File: src/rtl/irq_prio_pkg.sv
package irq_prio_pkg;
  localparam int unsigned LVL_W  = 4;
  localparam int unsigned ARB_W  = LVL_W + 1;  // one extra bit for level 16
  localparam int unsigned REG_W  = 16;
  localparam int unsigned FLD_N  = REG_W / LVL_W;
  localparam int unsigned NMI_IX = 0;
  localparam int unsigned BRK_IX = 1;
  localparam int unsigned FIX_N  = 2;

  typedef logic [ARB_W-1:0] arb_lvl_t;

  localparam arb_lvl_t LVL_NMI = arb_lvl_t'(16);
  localparam arb_lvl_t LVL_BRK = arb_lvl_t'(15);
endpackage

File: src/rtl/irq_lvl_regs.sv
module irq_lvl_regs
  import irq_prio_pkg::*;
#(
  parameter int unsigned N_PROG = 16,
  parameter int unsigned N_REG  = 4,
  parameter int unsigned ADDR_W = 2
) (
  input  logic                    clk_i,
  input  logic                    rst_ni,
  input  logic                    we_i,
  input  logic [ADDR_W-1:0]       addr_i,
  input  logic [REG_W-1:0]        wdata_i,
  output logic [REG_W-1:0]        rdata_o,
  output logic [N_PROG*LVL_W-1:0] lvl_o
);
  localparam int unsigned N_FLD = N_REG * FLD_N;

  logic [N_FLD*LVL_W-1:0] fld_q;

  for (genvar f = 0; f < N_FLD; f++) begin : g_fld
    localparam int unsigned RI = f / FLD_N;
    localparam int unsigned FI = f % FLD_N;
    if (f < N_PROG) begin : g_live
      always_ff @(posedge clk_i or negedge rst_ni) begin
        if (!rst_ni) begin
          fld_q[f*LVL_W +: LVL_W] <= '0;
        end else if (we_i && (addr_i == ADDR_W'(RI))) begin
          fld_q[f*LVL_W +: LVL_W] <= wdata_i[FI*LVL_W +: LVL_W];
        end
      end
    end else begin : g_pad
      assign fld_q[f*LVL_W +: LVL_W] = '0;
    end
  end

  assign lvl_o = fld_q[N_PROG*LVL_W-1:0];

  always_comb begin
    rdata_o = '0;
    for (int r = 0; r < N_REG; r++) begin
      if (addr_i == ADDR_W'(r)) rdata_o = fld_q[r*REG_W +: REG_W];
    end
  end
endmodule

File: src/rtl/irq_pend.sv
module irq_pend #(
  parameter int unsigned N_SRC = 18
) (
  input  logic             clk_i,
  input  logic             rst_ni,
  input  logic [N_SRC-1:0] set_i,
  input  logic [N_SRC-1:0] clr_i,
  output logic [N_SRC-1:0] pend_o
);
  logic [N_SRC-1:0] pend_q;

  // set beats clear: a line still held high stays pending
  always_ff @(posedge clk_i or negedge rst_ni) begin
    if (!rst_ni) pend_q <= '0;
    else         pend_q <= (pend_q & ~clr_i) | set_i;
  end

  assign pend_o = pend_q;
endmodule

File: src/rtl/irq_arb.sv
module irq_arb
  import irq_prio_pkg::*;
#(
  parameter int unsigned N_SRC = 18,
  parameter int unsigned VEC_W = 5
) (
  input  logic [N_SRC-1:0]       pend_i,
  input  logic [N_SRC*ARB_W-1:0] lvl_i,
  output logic                   vld_o,
  output logic [VEC_W-1:0]       idx_o,
  output arb_lvl_t               lvl_o
);
  // scan downwards with >= so the lowest index wins a tie
  always_comb begin
    vld_o = 1'b0;
    idx_o = '0;
    lvl_o = '0;
    for (int i = N_SRC - 1; i >= 0; i--) begin
      if (pend_i[i] && (lvl_i[i*ARB_W +: ARB_W] != '0) &&
          (lvl_i[i*ARB_W +: ARB_W] >= lvl_o)) begin
        vld_o = 1'b1;
        idx_o = VEC_W'(i);
        lvl_o = lvl_i[i*ARB_W +: ARB_W];
      end
    end
  end
endmodule

File: src/rtl/irq_prio_ctrl.sv
module irq_prio_ctrl
  import irq_prio_pkg::*;
#(
  parameter int unsigned N_EXT  = 8,
  parameter int unsigned N_PER  = 8,
  localparam int unsigned N_PROG = N_EXT + N_PER,
  localparam int unsigned N_SRC  = N_PROG + FIX_N,
  localparam int unsigned N_REG  = (N_PROG + FLD_N - 1) / FLD_N,
  localparam int unsigned ADDR_W = (N_REG > 1) ? $clog2(N_REG) : 1,
  localparam int unsigned VEC_W  = $clog2(N_SRC)
) (
  input  logic              clk_i,
  input  logic              rst_ni,
  input  logic              nmi_i,
  input  logic              brk_i,
  input  logic [N_EXT-1:0]  ext_req_i,
  input  logic [N_PER-1:0]  per_req_i,
  input  logic              reg_we_i,
  input  logic [ADDR_W-1:0] reg_addr_i,
  input  logic [15:0]       reg_wdata_i,
  output logic [15:0]       reg_rdata_o,
  input  logic [3:0]        cpu_mask_i,
  output logic              irq_req_o,
  output logic [VEC_W-1:0]  irq_vec_o,
  output logic [3:0]        irq_mask_o,
  input  logic              ack_i
);
  logic [N_PROG*LVL_W-1:0] prog_lvl;
  logic [N_SRC*ARB_W-1:0]  src_lvl;
  logic [N_SRC-1:0]        src_set;
  logic [N_SRC-1:0]        src_clr;
  logic [N_SRC-1:0]        pend;
  logic                    win_vld;
  logic [VEC_W-1:0]        win_idx;
  arb_lvl_t                win_lvl;
  logic                    win_nmi;
  logic                    accept;

  irq_lvl_regs #(
    .N_PROG (N_PROG),
    .N_REG  (N_REG),
    .ADDR_W (ADDR_W)
  ) i_regs (
    .clk_i   (clk_i),
    .rst_ni  (rst_ni),
    .we_i    (reg_we_i),
    .addr_i  (reg_addr_i),
    .wdata_i (reg_wdata_i),
    .rdata_o (reg_rdata_o),
    .lvl_o   (prog_lvl)
  );

  assign src_set = {per_req_i, ext_req_i, brk_i, nmi_i};

  assign src_lvl[NMI_IX*ARB_W +: ARB_W] = LVL_NMI;
  assign src_lvl[BRK_IX*ARB_W +: ARB_W] = LVL_BRK;
  for (genvar k = 0; k < N_PROG; k++) begin : g_lvl
    assign src_lvl[(k+FIX_N)*ARB_W +: ARB_W] = {1'b0, prog_lvl[k*LVL_W +: LVL_W]};
  end

  irq_pend #(
    .N_SRC (N_SRC)
  ) i_pend (
    .clk_i  (clk_i),
    .rst_ni (rst_ni),
    .set_i  (src_set),
    .clr_i  (src_clr),
    .pend_o (pend)
  );

  irq_arb #(
    .N_SRC (N_SRC),
    .VEC_W (VEC_W)
  ) i_arb (
    .pend_i (pend),
    .lvl_i  (src_lvl),
    .vld_o  (win_vld),
    .idx_o  (win_idx),
    .lvl_o  (win_lvl)
  );

  assign win_nmi = (win_lvl == LVL_NMI);
  assign accept  = win_vld && (win_nmi || (win_lvl > {1'b0, cpu_mask_i}));

  always_comb begin
    src_clr = '0;
    if (accept && ack_i) src_clr[win_idx] = 1'b1;
  end

  assign irq_req_o  = accept;
  assign irq_vec_o  = win_idx;
  assign irq_mask_o = win_nmi ? 4'hF : win_lvl[LVL_W-1:0];
endmodule

File: config.mk
export PLATFORM = sky130hd
export DESIGN_NAME = irq_prio_ctrl
export DESIGN_NICKNAME = d
export VERILOG_FILES = /design/src/rtl/irq_prio_pkg.sv /design/src/rtl/irq_lvl_regs.sv /design/src/rtl/irq_pend.sv /design/src/rtl/irq_arb.sv /design/src/rtl/irq_prio_ctrl.sv
export SDC_FILE = /design/constraint.sdc
export NUM_CORES = 1
export LEC_CHECK = 0
export BUFFER_PORTS_ARGS = -buffer_cell sky130_fd_sc_hd__clkbuf_2
export CAP_MARGIN = 20
export CORE_MARGIN = 1.5
export CORE_UTILIZATION = 49
export DETAILED_ROUTE_END_ITERATION = 16
export PLACE_DENSITY = 0.76
export SLEW_MARGIN = 20
export SYNTH_ARGS = -nofsm -noshare
export SYNTH_HDL_FRONTEND = slang
export SYNTH_SLANG_ARGS = --single-unit
File: constraint.sdc
create_clock -name clk_i -period 40 [get_ports clk_i]
set_input_delay 8 -clock clk_i [delete_from_list [all_inputs] [get_ports clk_i]]
set_output_delay 8 -clock clk_i [all_outputs]
set_load 0.05 [all_outputs]
==> flow_metrics.env <==
export IMPL_crit_arrival_ps=27180
export IMPL_cts_buffers=9
export IMPL_syn_nets=788
export IMPL_synth_warnings=0
export IMPL_skew_ps=8.41
export IMPL_endpoint="irq_req_o"
export IMPL_antenna_cells=0
export IMPL_cts_sinks=82
export IMPL_grt_antenna_before_repair=0
export IMPL_place_area_um2=7380
export IMPL_vias=6077
export IMPL_worstSetupStartpoint="i_pend.pend_o[17]"
export IMPL_fmax_mhz=28.4
export IMPL_setup_worst_path_start_class="register"
export IMPL_yosys_area_top_type_share_pct=29.9
export IMPL_totalNegativeSetupSlack_ps=0
export IMPL_tightest_slew_ps=1040
export IMPL_hold_buffers=0
export IMPL_cts_tree="yes"
export IMPL_grtUsageTotal_pct=29.0
export IMPL_maxCapViolCount=0
export IMPL_drcViolationCount=0
export IMPL_multi_input_area_um2=4530
export IMPL_utilization_pct=56.2
export IMPL_coreArea_um2=13800
export IMPL_h_tree_depth=3
export IMPL_report_final_slew_viol_count=0
export IMPL_worstReg2RegStart="i_pend.pend_o[17]"
export IMPL_n_fill_cell=1246
export IMPL_setup_viol=0
export IMPL_synth_area_um2=6860
export IMPL_die_h_um=121
export IMPL_synthCells=694
export IMPL_period_share_pct=88.0
export IMPL_cts_setup_buffers=0
export IMPL_reg2reg_to="i_pend.pend_o[11]"
export IMPL_final_common_cell="dfrtp_1"
export IMPL_drive_above_1_share_pct=28.9
export IMPL_firstDrtPassIters=7
export IMPL_start_util_pct=49.8
export IMPL_drt_iter0_drc=759
export IMPL_seq_area_um2=2050
export IMPL_syn_avg_cell_area_um2=9.89
export IMPL_yosys_area_top_type="dfrtp_1"
export IMPL_synth_edf_count=0
export IMPL_grt_max_degree=83
export IMPL_cts_resized_gates=0
export IMPL_async_flop_share_pct=100
export IMPL_rsz0062_at_grt="false"
export IMPL_yosysUniqueCellTypes=93
export IMPL_avgRoutedWirePerCell_um=21.7
export IMPL_hold_viol_final=0
export IMPL_drt_total_wl_mm=20.6
export IMPL_dp_slack_ps=5720
export IMPL_cpMostUsedCell="ha_1"
export IMPL_maxSlewHeadroom_pct=30.2
export IMPL_crit_path_end_kind="output port"
export IMPL_dieArea_um2=14700
export IMPL_ys_seq_area_share_pct=29.9
export IMPL_nets=855
export IMPL_hp_class="reg2reg"
export IMPL_ys_seq_elements=82
export IMPL_grt_pass1_wl_mm=32.2
export IMPL_path_class="reg2out"
export IMPL_slowest_stage="a31oi_1"
export IMPL_rr_worst_depth=116
export IMPL_clk_latency_ps=350
export IMPL_io_buffers=69
export IMPL_min_period_ps=35180
export IMPL_synthFlopType="dfrtp_1"
export IMPL_worst_path_largest_cell_delay_ps=600
export IMPL_num_rows=43
export IMPL_grt_pass1_vias=5673
export IMPL_die_x_um=121
export IMPL_synth_area_leaders="dfrtp_1 30%, mux2_2 11%, ha_1 9.1%"
export IMPL_reg2reg_setup_slack_ps=12270
export IMPL_dp_hpwl_mm=15.7
export IMPL_crit_fanout=11
export IMPL_syn_to_final_growth_pct=12.7
export IMPL_grt_ovfl_total=0
export IMPL_outcome="finished clean"
export IMPL_cts_buffer_depth=2
export IMPL_place_gp_congestion=0.974
export IMPL_avgViaCountPerCell=6.42
export IMPL_pin_count=70
export IMPL_clkTransAtPathRegs_ps=60
export IMPL_worstPathRequired_ps=32000
export IMPL_fin_area_um2=7730
export IMPL_setup_ws_ps=4820
export IMPL_clock_root_buffer="clkbuf_16"
export IMPL_antenna_left=0
export IMPL_layout_common_cells="82 x dfrtp_1, 68 x clkbuf_2, 65 x mux2_2"
registers in the layout, indices dropped and copies added (netlist names):
register,cells
i_regs.lvl_o,64
i_pend.pend_o,18
kinds of logic after synthesis:
family | share of synthesized area [%]
and+or+nand+nor | 16.0
muxes | 19.2
adders and majority gates | 9.12
DFF | 29.9
AOI/OAI and AO/OA | 21.6
buffers and inverters | 4.12
stage by stage:
| step | instances | hold slack [ps] |
|---|---|---|
| global route | 946 | 498 |
| floorplan | 694 | 441 |
| CTS | 946 | 476 |
| global placement | 930 | 460 |
| finish | 946 | 471 |
| detailed placement | 930 | 462 |
Yosys cell counts (all sizes together) (6+ instances only):
library cell / instances
a21oi: 27
a31oi: 17
nand3: 10
nand2: 55
nor3: 17
o211ai: 9
nand2b: 20
mux2i: 7
nand3b: 6
o41a: 8
a41oi: 14
clkbuf: 10
mux4: 16
nor2b: 7
o21a: 6
a21o: 24
inv: 57
mux2: 75
o41ai: 8
ha: 50
nor2: 48
o21ai: 26
dfrtp: 82
a211oi: 7
or2: 8
final cells by class:
| type | count | area share [%] |
|---|---|---|
| Timing Repair Buffer | 70 | 4.64 |
| Clock buffer | 10 | 3.09 |
| Clock inverter | 6 | 1.47 |
| Inverter | 57 | 2.77 |
| Multi-Input combinational cell | 541 | 58.6 |
| Sequential cell | 82 | 26.5 |
| Tap cell | 180 | 2.91 |
worst max-delay path: cells and delay by family, from the launching register on:
family / cells / cell delay, ps
DFF: 1 / 440
and+or+nand+nor: 35 / 6050
adders and majority gates: 16 / 4340
buffers and inverters: 3 / 480
AOI/OAI and AO/OA: 51 / 12080
muxes: 10 / 3370
worst min path at each step:
stage | from | to | slack, ps | cells after the start
global placement | i_pend.pend_o[2] | i_pend.pend_o[2] | 460 | 1
CTS | i_pend.pend_o[3] | i_pend.pend_o[3] | 480 | 1
floorplan | i_pend.pend_o[2] | i_pend.pend_o[2] | 440 | 1
finish | i_pend.pend_o[3] | i_pend.pend_o[3] | 470 | 1
global route | i_pend.pend_o[3] | i_pend.pend_o[3] | 500 | 1
detailed placement | i_pend.pend_o[3] | i_pend.pend_o[3] | 460 | 1
per-layer routing:
metal | vias to the layer above | wire length [µm] | GRT usage, %
li1 | 2785 | - | -
met1 | 3007 | 8840 | 40.4
met2 | 259 | 9780 | 46.8
met3 | 26 | 1500 | 5.17
met4 | 0 | 438 | 7.65
met5 | - | 0 | 0
Power is left out: the tool's default activity adds up to more than one toggle a clock period on the data nets, which glitch-free logic cannot reach.
